===== src/rtl/sortnet_pkg.sv =====
package sortnet_pkg;
  localparam int unsigned N_IN  = 7;
  localparam int unsigned GRP_A = 4;              // four-bit group, bits_i[3:0]
  localparam int unsigned GRP_B = N_IN - GRP_A;   // three-bit group, bits_i[6:4]
  localparam int unsigned CNT_W = $clog2(N_IN + 1);
endpackage


===== src/rtl/cx_cell.sv =====
module cx_cell (
  input  logic a_i,
  input  logic b_i,
  output logic hi_o,
  output logic lo_o
);
  assign hi_o = a_i | b_i;
  assign lo_o = a_i & b_i;
endmodule


===== src/rtl/sort4_net.sv =====
// Three cell levels: (0,1)(2,3) ; (0,2)(1,3) ; (1,2)
module sort4_net (
  input  logic [3:0] d_i,
  output logic [3:0] q_o
);
  logic [3:0] l1, l2;

  cx_cell u_c0 (.a_i(d_i[0]), .b_i(d_i[1]), .hi_o(l1[0]), .lo_o(l1[1]));
  cx_cell u_c1 (.a_i(d_i[2]), .b_i(d_i[3]), .hi_o(l1[2]), .lo_o(l1[3]));
  cx_cell u_c2 (.a_i(l1[0]),  .b_i(l1[2]),  .hi_o(l2[0]), .lo_o(l2[2]));
  cx_cell u_c3 (.a_i(l1[1]),  .b_i(l1[3]),  .hi_o(l2[1]), .lo_o(l2[3]));
  cx_cell u_c4 (.a_i(l2[1]),  .b_i(l2[2]),  .hi_o(q_o[1]), .lo_o(q_o[2]));

  assign q_o[0] = l2[0];
  assign q_o[3] = l2[3];
endmodule


===== src/rtl/sort3_net.sv =====
// Three cell levels: (0,1) ; (1,2) ; (0,1)
module sort3_net (
  input  logic [2:0] d_i,
  output logic [2:0] q_o
);
  logic [2:0] l1, l2;

  cx_cell u_c0 (.a_i(d_i[0]), .b_i(d_i[1]), .hi_o(l1[0]), .lo_o(l1[1]));
  assign l1[2] = d_i[2];
  cx_cell u_c1 (.a_i(l1[1]),  .b_i(l1[2]),  .hi_o(l2[1]), .lo_o(l2[2]));
  assign l2[0] = l1[0];
  cx_cell u_c2 (.a_i(l2[0]),  .b_i(l2[1]),  .hi_o(q_o[0]), .lo_o(q_o[1]));
  assign q_o[2] = l2[2];
endmodule


===== src/rtl/therm_onehot.sv =====
module therm_onehot #(
  parameter int unsigned N = 4
) (
  input  logic [N-1:0] t_i,
  output logic [N:0]   h_o
);
  assign h_o[0] = ~t_i[0];
  assign h_o[N] = t_i[N-1];
  for (genvar k = 1; k < N; k++) begin : g_edge
    assign h_o[k] = t_i[k-1] & ~t_i[k];
  end
endmodule


===== src/rtl/onehot_sum.sv =====
module onehot_sum #(
  parameter int unsigned NA = 4,
  parameter int unsigned NB = 3,
  parameter int unsigned W  = 3
) (
  input  logic [NA:0]  ha_i,
  input  logic [NB:0]  hb_i,
  output logic [W-1:0] bin_o
);
  localparam int unsigned NS = NA + NB + 1;
  logic [NS-1:0] sum_hot;

  always_comb begin
    sum_hot = '0;
    for (int i = 0; i <= NA; i++) begin
      for (int j = 0; j <= NB; j++) begin
        sum_hot[i+j] = sum_hot[i+j] | (ha_i[i] & hb_i[j]);
      end
    end
  end

  always_comb begin
    bin_o = '0;
    for (int v = 0; v < NS; v++) begin
      bin_o = bin_o | (sum_hot[v] ? W'(v) : '0);
    end
  end
endmodule


===== src/rtl/sortnet_counter7.sv =====
module sortnet_counter7
  import sortnet_pkg::*;
#(
  parameter bit REG_OUT = 1'b1
) (
  input  logic             clk_i,
  input  logic             rst_ni,
  input  logic [N_IN-1:0]  bits_i,
  output logic [CNT_W-1:0] count_o
);
  logic [GRP_A-1:0] therm4;
  logic [GRP_B-1:0] therm3;
  logic [GRP_A:0]   hot4;
  logic [GRP_B:0]   hot3;
  logic [CNT_W-1:0] cnt_d;

  sort4_net u_sort4 (.d_i(bits_i[GRP_A-1:0]),    .q_o(therm4));
  sort3_net u_sort3 (.d_i(bits_i[N_IN-1:GRP_A]), .q_o(therm3));

  therm_onehot #(.N(GRP_A)) u_hot4 (.t_i(therm4), .h_o(hot4));
  therm_onehot #(.N(GRP_B)) u_hot3 (.t_i(therm3), .h_o(hot3));

  onehot_sum #(.NA(GRP_A), .NB(GRP_B), .W(CNT_W)) u_sum (
    .ha_i (hot4),
    .hb_i (hot3),
    .bin_o(cnt_d)
  );

  if (REG_OUT) begin : g_reg
    logic [CNT_W-1:0] cnt_q;
    always_ff @(posedge clk_i or negedge rst_ni) begin
      if (!rst_ni) cnt_q <= '0;
      else         cnt_q <= cnt_d;
    end
    assign count_o = cnt_q;
  end else begin : g_comb
    assign count_o = cnt_d;
  end
endmodule


===== config.mk =====
export PLATFORM = sky130hd
export DESIGN_NAME = sortnet_counter7
export DESIGN_NICKNAME = d
export VERILOG_FILES = /design/src/rtl/sortnet_pkg.sv /design/src/rtl/cx_cell.sv /design/src/rtl/sort4_net.sv /design/src/rtl/sort3_net.sv /design/src/rtl/therm_onehot.sv /design/src/rtl/onehot_sum.sv /design/src/rtl/sortnet_counter7.sv
export SDC_FILE = /design/constraint.sdc
export NUM_CORES = 1
export LEC_CHECK = 0
export BUFFER_PORTS_ARGS = -buffer_cell sky130_fd_sc_hd__buf_2
export CAP_MARGIN = 20
export CORE_AREA = 4 4 41 43
export DETAILED_ROUTE_END_ITERATION = 8
export DIE_AREA = 0 0 45 47
export GPL_TIMING_DRIVEN = 0
export HOLD_SLACK_MARGIN = 0.08
export PLACE_DENSITY_LB_ADDON = 0.3
export SYNTH_ARGS = -nofsm -noshare
export SYNTH_HDL_FRONTEND = slang
export SYNTH_SLANG_ARGS = --single-unit

===== constraint.sdc =====
create_clock -name clk_i -period 0.95 [get_ports clk_i]
set_clock_uncertainty 0.1 [all_clocks]
set_input_delay 0.1425 -clock clk_i [delete_from_list [all_inputs] [get_ports clk_i]]
set_output_delay 0.1425 -clock clk_i [all_outputs]
set_load 0.02 [all_outputs]

; ---- Yosys cells after proc, flatten, opt, wreduce, memory -nomap -nowiden
; Index checks and enable logic that the tools add are counted.
[totals]
reg_bits = 3
latch_bits = 0
ramBits = 0
rom_bits = 0
input_bits = 9
output_inout_bits = 3
mem_count = 0
[op_classes]
add_sub_neg = 0
multipliers = 0
n_div = 0
n_lt_le_gt_ge = 0
eq_ne = 0
shifts = 0
mux = 7
n_bitwise = 65
reduce_logical = 0
[ops]
columns = operator, n
row1 = 1-bit AND, 32
row2 = 1-bit OR, 20
row3 = 3-bit two-way mux, 4
row4 = 3-bit OR, 4
row5 = 1-bit NOT, 7
row6 = 3-bit by 2-bit OR with 3-bit output, 2
row7 = 2-bit two-way mux, 2
row8 = 1-bit two-way mux, 1

; ---- Longest topological paths before layout
; Gate-level depths: netlist of the first run.
[logic_depth]
ltp_word = 15
mapped_depth = 7
ltp_nobuf = 7

; ---- Modules after synthesis
; From an unflattened synthesis of the first run, not the netlist that was laid out.
[hier_totals]
hier_cells = 43
hier_area_um2 = 365.4
[by_module_without_submodules]
columns = mod, instances, cells_each, area_each_um2
row1 = cx_cell, 8, 2, 13.8
row2 = onehot_sum, 1, 12, 98.8
row3 = sortnet_counter7, 1, 3, 75.1
row4 = therm_onehot at u_hot4, 1, 5, 35.0
row5 = therm_onehot at u_hot3, 1, 4, 23.8
row6 = sort4_net, 1, 2, 15.0
row7 = sort3_net, 1, 1, 7.5

; ---- Least setup slack after synthesis of the first run
; Ideal clock, no wire load.
[synth_path]
path_kind = input to register
start = in bits_i[2]
end = reg g_reg.cnt_q[0], in the netlist count_o[0]
setup_time_ps = 138
arrival_ps = 1166
required_time_ps = 712
setup_slack_ps = -454
stages = 5
cell_sequence = a22o_2 > ha_1 > a22oi_1 > o211a_1 > o2111ai_1
[synth_between]
elab_chain_len = 15
[synth_lines]
columns = item, line_no
row1 = from (decl), sortnet_counter7.sv:8  ; input logic [N_IN-1:0] bits_i,
row2 = 1-bit AND / 1-bit OR (equally long branches), "cx_cell.sv:8, cx_cell.sv:7"
row3 = 1-bit OR / 1-bit AND (equally long branches), "cx_cell.sv:7, cx_cell.sv:8"
row4 = 1-bit OR, cx_cell.sv:7  ; assign hi_o = a_i | b_i;
row5 = 1-bit NOT, therm_onehot.sv:10  ; assign h_o[k] = t_i[k-1] & ~t_i[k];
row6 = 1-bit AND, therm_onehot.sv:10
row7 = 1-bit AND, onehot_sum.sv:17  ; sum_hot[i+j] = sum_hot[i+j] | (ha_i[i] & hb_i[j]);
row8 = 1-bit OR (3 in a row), onehot_sum.sv:17
row9 = 2-bit two-way mux, onehot_sum.sv:25  ; bin_o = bin_o | (sum_hot[v] ? W'(v) : '0);
row10 = 3-bit by 2-bit OR with 3-bit output, onehot_sum.sv:25
row11 = 3-bit OR (3 in a row), onehot_sum.sv:25
row12 = 3-bit OR (*), onehot_sum.sv:25
row13 = named net cnt_d[0], sortnet_counter7.sv:15  ; logic [CNT_W-1:0] cnt_d;
row14 = to (signal assigned), sortnet_counter7.sv:33  ; else cnt_q <= cnt_d;
row15 = to (decl), sortnet_counter7.sv:30  ; logic [CNT_W-1:0] cnt_q;
; The timed path passes the listed nets; every way through them passes the cells marked *.

; ---- Final worst setup path of the first run
[layout_path]
start = in bits_i[3]
end = reg g_reg.cnt_q[1], in the netlist count_o[1]
[layout_between]
elab_chain_len = 15
[layout_lines]
columns = item, line_no
row1 = 1-bit AND / 1-bit OR (equally long branches), "cx_cell.sv:8, cx_cell.sv:7"
row2 = 1-bit OR / 1-bit AND (equally long branches), "cx_cell.sv:7, cx_cell.sv:8"
row3 = 1-bit OR, cx_cell.sv:7
row4 = 1-bit NOT, therm_onehot.sv:10
row5 = 1-bit AND, therm_onehot.sv:10
row6 = 1-bit AND, onehot_sum.sv:17
row7 = 1-bit OR (2 in a row), onehot_sum.sv:17
row8 = 2-bit two-way mux / 1-bit OR (equally long branches), "onehot_sum.sv:25, onehot_sum.sv:17"
row9 = 3-bit by 2-bit OR with 3-bit output / 2-bit two-way mux (equally long branches), onehot_sum.sv:25
row10 = 3-bit by 2-bit OR with 3-bit output, onehot_sum.sv:25
row11 = 3-bit OR (3 in a row), onehot_sum.sv:25
row12 = 3-bit OR (*), onehot_sum.sv:25
row13 = named net cnt_d[1], sortnet_counter7.sv:15
; Marked as above.

==> flow_summary.toml, run 1 <==
[floorplan]
die_w_um = 45
chipHeight_um = 47
ios = 12
initial_core_util_pct = 29.62
die-area_sq_um = 2115
core_sq_um = 1301
rows = 13

[cells_and_area]
finalCoreUtilization_pct = 51.83
nNetsFinal = 83
layout-drive-gt1-share_pct = 50.00
area.growth.synth_to_final_pct = 75.00
design_area_sq_um = 674.4
nFillCells = 135
regArea_sq_um = 75.07
multi_input_area_sq_um = 371.6
largest_reg_flops = 3
antennaDiodeCount = 0

[grt]
grt_max_degree = 7
antenna_found_initial = 0
use_met3_pct = 1.149
grt_pass1_vias = 430
track_usage_pct = 10.73
use_met1_pct = 10.41
grtUsageMet2_pct = 21.19
grt_pass1_wl_mm = 1.649
globalRoute.totalOverflow = 0
grt-busiest-layer = "met2"

[clocking]
clk_pin_slew_ps = 40
clkSinkCount = 3
cts_made_buffers = 3
htreeDepth = 1
clock_path_buffers = 2
cts_tree = "done"
cts_root_buf = "clkbuf_4"

[detailed_routing]
viasPerCell = 5.181
first_pass_iters = 2
drt_wl_total_um = 977
drt_iter0_drc = 4
vias = 430
remaining_drc_errors = 0
ant_nets = 0
drt-wirelength-per-cell_um = 11.77

[worst_setup_path]
worstPathRequired_ps = 990
critPathSlowestCell = "a22o_4"
crit_buf_inv = 2
path_max_fanout = 4
crit_path_max_incr_delay_ps = 260
startpoint = "bits_i[3]"
crit_path_end_kind = "flip-flop"
crit_family = "compound AO/OA/AOI/OAI gates"
critPathKind = "in2reg"
cp_cell_sequence = "buf_8 -> a22o_4 -> inv_2 -> ha_4 -> or2b_1 -> o211a_1 -> o211ai_1"
arrival_ps = 1290
critical_path.startpoint_type = "primary input"

[logic_synthesis]
synth_top_cell_by_area = "dfrtp_1"
yosys_most_used_dff = "dfrtp_1"
async_reset_ff_share_pct = 100.0
synthTopCellsByArea = "dfrtp_1 19%, ha_1 16%, nand2_1 5.8%"
synth_commonest_cells = "6 x nand2_1, 5 x ha_1, 4 x a21oi_1, 4 x inv_1, 4 x nor2_1"
synth_area_per_cell_sq_um = 8.029
synth_top_area_share_pct = 19.48
synth_fp_nets = 62
synthMostInstantiatedCell = "nand2_1"
synth-seq-cells = 3
yosysSeqAreaShare_pct = 19.48
synth_cell_type_count = 24
ys_warn_count = 0
netlist_area_sq_um = 385.4
synthCells = 48
synth_edf_count = 0

[timing]
slew_headroom_pct = 77.43
setup_viol = 6
worstMarginPinSlew_ps = 336.0
fmax_ghz = 0.8038
maxSlewViolCount = 0
min_period_ps = 1244
setup_slack_ps = -294.0
finalCritPeriodShare_pct = 131.0
finalHoldViolCount = 0
hold_slack_ps = 152.0
rsz0062_at_grt = "true"

[placed_design]
dp.final_hpwl_um = 691.6
placed_cell_area_sq_um = 524.3
gp_congestion = 0.7937
io_buffers = 11
pre_cts_slack_ps = -595.1

[power]
p_leak_nw = 0.2825
power.density_nw_per_um2 = 1124
irDropWorstVdd_uv = 302.2
p_total_mw = 0.7578

[hold_path]
worst_hold_path_type = "in2async"

[run_status]
outcome = "complete, but fails checks"
violations = "setup timing"

[run]
cap_violations = 0
[layout by cell type (no fill, tap or decap), types with 2 or more instances in the layout]
cell,count
buf_4,4
a21oi_1,4
dfrtp_1,3
clkbuf_4,3
inv_2,3
nand3_1,2
nor2_1,3
buf_6,6
ha_4,3
o211ai_1,2
buf_2,3
buf_8,3
nand4_1,2
ha_1,2
nand2_1,6
[metal layers]
layer,vias to the layer above,part of all wire [%],wire length [um]
met5,-,0,0
met4,0,0,0
met3,0,4.7,46
met2,8,56,550
met1,201,39,381
li1,221,-,-
[worst max path at each step]
stage,to,slack (ps),depth (start not counted)
6_report,count_o[1],-290,7
4_1_cts,count_o[1],-300,7
5_1_grt,count_o[0],-340,6
2_1_floorplan,count_o[0],-340,5
3_3_place_gp,count_o[0],-580,6
3_5_place_dp,count_o[0],-600,6
[metrics by stage]
stage | TNS, ps | std cells
3_3_place_gp | -1714 | 74
3_5_place_dp | -1735 | 74
2_1_floorplan | -1015 | 48
6_report | -900.5 | 83
4_1_cts | -910.1 | 83
5_1_grt | -1096 | 83
[repair_timing]
action / 4_1_cts / 5_1_grt
hold buffers: 1 / 0
cloned: 0 / 0
endpoints found under the hold margin: 3 / 0
pin swaps: 9 / 1
buffers inserted: 4 / 0
endpoints found under the setup margin: 6 / 6
gates resized for setup: 23 / 1
[power by group]
group          leakage (nW)  total (mW)  internal [mW]  switching, mW
registers            0.0357       0.167          0.155         0.0122
logic                 0.232       0.370          0.198          0.173
clock network        0.0150       0.221          0.157         0.0633
total                 0.283       0.758          0.510          0.248
[cell type report]
| cell class | count | area share (%) |
|---|---|---|
| buffer | 1 | 0.7421 |
| clock buffer | 4 | 3.896 |
| inverter | 4 | 2.226 |
| multi-input combinational | 40 | 55.10 |
| sequential | 3 | 11.13 |
| tap | 15 | 2.783 |
| timing repair buffer | 16 | 24.12 |
[logic make-up after synthesis]
| logic type | count (synthesis) | synth area share (%) |
|---|---|---|
| simple gates | 19 | 28.57 |
| compound gates | 16 | 30.52 |
| buf+inv | 5 | 5.192 |
| fa+ha+maj | 5 | 16.23 |
| flops | 3 | 19.48 |
No activity file was read; power rests on OpenSTA's default activity.
==> run 2, diff against run 1 <==
Settings changed: MAX_ROUTING_LAYER set to met4, PLACE_DENSITY_LB_ADDON 0.3 to 0.1, SETUP_SLACK_MARGIN set to 0.15.
==> run 2 against run 1 <==
Fmax down 0.30%. Count of clock-buffer cells in the layout unchanged. Power up 3.2%. Highest routed layer is now met4. The flow still finishes with violations (setup timing). Cell count unchanged. Worst setup slack worse by 3.7 ps. Largest power group unchanged. Combinational power up 2%.
==> flow_summary.toml, run 2 (synthesis results as in run 1) <==
[detailed_routing]
drt_wl_total_mm = 1.097
first_pass_iters = 5
drt_iter0_drc = 6
ant_nets = 0
remaining_drc_errors = 0
vias = 451
drt-wirelength-per-cell_um = 13.22
viasPerCell = 5.434

[timing]
slew_headroom_pct = 85.01
finalHoldViolCount = 0
worstMarginPinSlew_ps = 223.1
rsz0062_at_grt = "true"
hold_slack_ps = 138.6
maxSlewViolCount = 0
min_period_ps = 1248
finalSetupTns_ps = -952.9
fmax_ghz = 0.8015
finalCritPeriodShare_pct = 131.3
setup_slack_ps = -297.7
setup_viol = 6

[worst_setup_path]
critical_path.startpoint_type = "primary input"
path_max_fanout = 5
worstPathRequired_ps = 950
arrival_ps = 1250
startpoint = "bits_i[3]"
critPathKind = "in2reg"
cp-endpoint = "count_o[0]"
crit_path_end_kind = "flip-flop"

[floorplan]
die-area_sq_um = 2115
core_sq_um = 1301
die_w_um = 45
ios = 12
rows = 13
initial_core_util_pct = 29.62
chipHeight_um = 47

[cells_and_area]
area.growth.synth_to_final_pct = 75.65
antennaDiodeCount = 0
finalCoreUtilization_pct = 52.02
final_cell_mix = "6 x nand2_1, 6 x buf_6, 4 x a21oi_1, 4 x buf_4"
design_area_sq_um = 676.9
nNetsFinal = 83
layout-drive-gt1-share_pct = 50.00
largest_reg_flops = 3

[grt]
grt_pass1_vias = 486
globalRoute.totalOverflow = 0
grt_pass1_wl_mm = 1.973
antenna_found_initial = 0
track_usage_pct = 14.02
grt_max_degree = 7

[power]
clkPwrFrac_pct = 30.3
p_int_mw = 0.5119
p_switching_mw = 0.2703
p_leak_nw = 0.2809
irDropWorstVdd_uv = 518.7
power.density_nw_per_um2 = 1156
seqPwrFrac_pct = 21.3
swShare_pct = 34.55
comb_power_share_pct = 48.3

[placed_design]
placed_cell_area_sq_um = 524.3
dp.final_hpwl_um = 716.1
gp_congestion = 0.7540
io_buffers = 11

[hold_path]
worst_hold_path_type = "in2async"

[clocking]
clock_path_buffers = 2
clk_pin_slew_ps = 40
cts_root_buf = "clkbuf_4"
cts_tree = "done"
clkSinkCount = 3
htreeDepth = 1
cts_made_buffers = 3

[run_status]
violations = "setup timing"
outcome = "complete, but fails checks"

[run]
cap_violations = 0
==> run 2: repair_timing <==
action	in CTS	in global routing
hold buffers	1	0
setup buffers	3	1
resized for setup	23	3
setup endpoints to repair	6	6
pin swaps	7	4
endpoints found under the hold margin	3	0
==> run 2: area by class of cell <==
cell class                      count  area, sq um
Buffer                              1        5.005
Tap cell                           15        18.77
Clock buffer                        4        26.28
Fill cell                         115        624.3
Timing Repair Buffer               16        162.7
Inverter                            4        20.02
Sequential cell                     3        75.07
Multi-Input combinational cell     40        369.1
==> run 2: per-layer routing <==
layer / share of wire, % / global-route usage [%]
met5: 0 / -
met1: 38 / 12.24
met4: 5.2 / 14.04
met2: 53 / 24.01
met3: 3.7 / 3.448
==> run 2: per-stage QoR <==
| stage | instances | power, mW | worst slack (ps) |
|---|---|---|---|
| detailed placement | 74 | 0.4499 | -583.4 |
| finish | 83 | 0.7822 | -297.7 |
| global route | 83 | 0.8325 | -349.1 |
| CTS | 82 | 0.7657 | -281.0 |
| floorplan | 48 | 0.3545 | -341.5 |
| global placement | 74 | 0.4511 | -582.5 |
==> run 2: worst min path at each step <==
stage	from	endpoint	slack [ps]	cells after the start
after floorplan	rst_ni	count_o[0]	-250	0
after global placement	rst_ni	count_o[2]	-160	1
after detailed placement	rst_ni	count_o[0]	-160	1
after CTS	rst_ni	count_o[0]	120	2
after global routing	rst_ni	count_o[0]	140	2
final	rst_ni	count_o[1]	140	2
==> run 2: worst max-delay path: stages <==
cell	delay (ps)
buf_8	100
o22a_4	260
ha_4	270
a22oi_2	160
o211a_1	220
o2111ai_2	100
==> run 2: power groups by stage <==
stage	Clock [mW]	Combinational, mW	Sequential [mW]
after global routing	0.254	0.409	0.169
after CTS	0.240	0.359	0.167
after floorplan	0	0.157	0.197
final	0.237	0.378	0.167
after detailed placement	0	0.289	0.161
after global placement	0	0.290	0.161
==> run 3, diff against run 2 <==
Settings changed: SYNTH_HIERARCHICAL set to 1.
==> run 3 against run 2 <==
The run still ends with setup timing left. Clock power down 7%. Global-route usage decreased by 5.4 points. Core utilization is 10 points lower. Via count is 18% lower. Synthesized area is 5.2% lower. Count of clock-buffer cells in the layout unchanged. Worst hold slack got worse by 4.9 ps. Design area is 19% lower. Die area is the same. Fmax shrank 26%. Synthesized cell count is 10% lower. Largest cell class unchanged.
==> flow_summary.toml, run 3 <==
[run_status]
outcome = "complete, but fails checks"
violations = "setup timing"

[clocking]
htreeDepth = 1
cts_root_buf = "clkbuf_4"
clock_path_buffers = 2
cts_made_buffers = 3
clk_pin_slew_ps = 40
cts_tree = "done"
clkSinkCount = 3

[power]
p_leak_nw = 0.2691
swShare_pct = 29.09
p_switching_mw = 0.1904
power.density_nw_per_um2 = 1197
clkPwrFrac_pct = 33.7
p_int_mw = 0.4642
comb_power_share_pct = 41.3
irDropWorstVdd_uv = 373.1
seqPwrFrac_pct = 25.0
p_total_mw = 0.6546

[placed_design]
gp_congestion = 0.6820
placed_cells = 69
dp.final_hpwl_um = 588.9
io_buffers = 11

[detailed_routing]
remaining_drc_errors = 0
first_pass_iters = 4
drt-wirelength-per-cell_um = 9.846
viasPerCell = 4.756
vias = 371
drt_iter0_drc = 10
ant_nets = 0
drt_wl_total_um = 768

[floorplan]
ios = 12
chipHeight_um = 47
die_w_um = 45
initial_core_util_pct = 28.08
die-area_sq_um = 2115
rows = 13
core_sq_um = 1301

[cells_and_area]
nFillCells = 143
regArea_sq_um = 75.07
layout-drive-gt1-share_pct = 55.56
finalCoreUtilization_pct = 42.02
final_cell_mix = "9 x buf_4, 8 x or2_1, 6 x buf_6"
mostFrequentLayoutCell = "buf_4"
area.growth.synth_to_final_pct = 49.66
multi_input_area_sq_um = 249.0
layoutNonFillerInstCount = 78
nNetsFinal = 73
antennaDiodeCount = 0
largest_reg_flops = 3

[timing]
slew_headroom_pct = 71.82
hold_slack_ps = 133.7
setup_viol = 6
finalCritPeriodShare_pct = 177.7
finalSetupTns_ps = -2135
rsz0062_at_grt = "true"
maxSlewViolCount = 0
min_period_ps = 1688
worstMarginPinSlew_ps = 422.7
setup_slack_ps = -738.5
fmax_ghz = 0.5923
finalHoldViolCount = 0

[worst_setup_path]
worstPathRequired_ps = 920
critPathKind = "in2reg"
arrival_ps = 1660
startpoint = "bits_i[3]"
path_max_fanout = 4
crit_path_end_kind = "flip-flop"
critical_path.startpoint_type = "primary input"

[grt]
use_met1_pct = 6.803
grt_pass1_vias = 341
grt_pass1_wl_mm = 1.235
grtUsageMet2_pct = 16.38
use_met3_pct = 1.149
antenna_found_initial = 0
track_usage_pct = 8.639
grt_max_degree = 6
globalRoute.totalOverflow = 0
grt-busiest-layer = "met2"

[logic_synthesis]
synthCells = 43
synthTopCellsByArea = "dfrtp_1 21%, and2_2 16%, or2_1 14%"
yosysSeqAreaShare_pct = 20.55
synth_top_area_share_pct = 20.55
synthMuxAreaShare_pct = 0
synthSimpleGateAreaFrac_pct = 44.52
yosys_most_used_dff = "dfrtp_1"
netlist_area_sq_um = 365.4
async_reset_ff_share_pct = 100.0
synth_fp_nets = 52
synth_cell_type_count = 15
synth_edf_count = 0
synth_top_family_by_area = "simple AND/OR/NAND/NOR gates"
ys_warn_count = 6
synthAdderAreaFrac_pct = 0
synth_commonest_cells = "8 x and2_2, 8 x or2_1, 5 x buf_4"
synth_area_per_cell_sq_um = 8.497
synth_top_cell_by_area = "dfrtp_1"
synth-xor-area-share_pct = 0
synth_compound_area_share_pct = 22.60
synth-seq-cells = 3

[run]
cap_violations = 0

[hold_path]
worst_hold_path_type = "in2async"
==> run 3: cell count changes in the layout (fill, tap and decap cells not counted), sizes merged, moves of 3 or more <==
cell,change
nor2b,+3
and2,+8
ha,-5
a222oi,+3
buf,+4
or2,+8
nor2,-4
nand2,-6
a21oi,-4
==> run 3: worst max-delay path by stage <==
stage	to	slack, ps	cells past startpoint
floorplan	count_o[2]	-700	6
global placement	count_o[2]	-950	7
detailed placement	count_o[2]	-950	7
CTS	count_o[2]	-680	7
global route	count_o[2]	-800	7
finish	count_o[2]	-740	7
==> run 3: critical path, stage by stage <==
cell and delay (ps):
buf_6 90, and2_4 140, or2_1 220, or2_1 240, and2b_2 230, a222oi_1 450
nand4_1 150
==> run 3: cell families after synthesis <==
logic type,Yosys count
buffers and inverters,7
AO/OA/AOI/OAI,9
flip-flops,3
AND/OR/NAND/NOR,24
==> run 3: per-layer routing <==
| metal | vias to the layer above | routed length, um |
|---|---|---|
| li1 | 192 | - |
| met5 | - | 0 |
| met4 | 0 | 0 |
| met2 | 11 | 440 |
| met3 | 0 | 52 |
| met1 | 168 | 276 |
==> run 3: metrics by stage <==
| step | instance area, sq um | setup WS (ps) |
|---|---|---|
| finish | 546.8 | -738.5 |
| global route | 546.8 | -799.8 |
| CTS | 525.5 | -681.8 |
| detailed placement | 442.9 | -950.8 |
| global placement | 442.9 | -950.4 |
| floorplan | 369.1 | -696.5 |
==> run 3: repair_timing <==
item	CTS	global route
gates resized for setup	8	1
pin swaps	8	7
setup buffers	2	2
setup endpoints to repair	6	6
hold buffers	1	0
endpoints found under the hold margin	3	0
cloned	0	0
==> run 3: power by group through the flow <==
stage	Clock, mW	Combinational [mW]	Sequential, mW
after floorplan	0	0.117	0.191
after global placement	0	0.212	0.158
after detailed placement	0	0.211	0.160
after CTS	0.232	0.256	0.164
after global routing	0.246	0.295	0.167
final	0.220	0.270	0.164
==> run 3: cell type report <==
cell class                      count  area share (%)
Buffer                              5           6.865
Tap cell                           15           3.432
Inverter                            2           1.373
Clock buffer                        4           4.805
Sequential cell                     3           13.73
Multi-Input combinational cell     33           45.54
Timing Repair Buffer               16           24.26
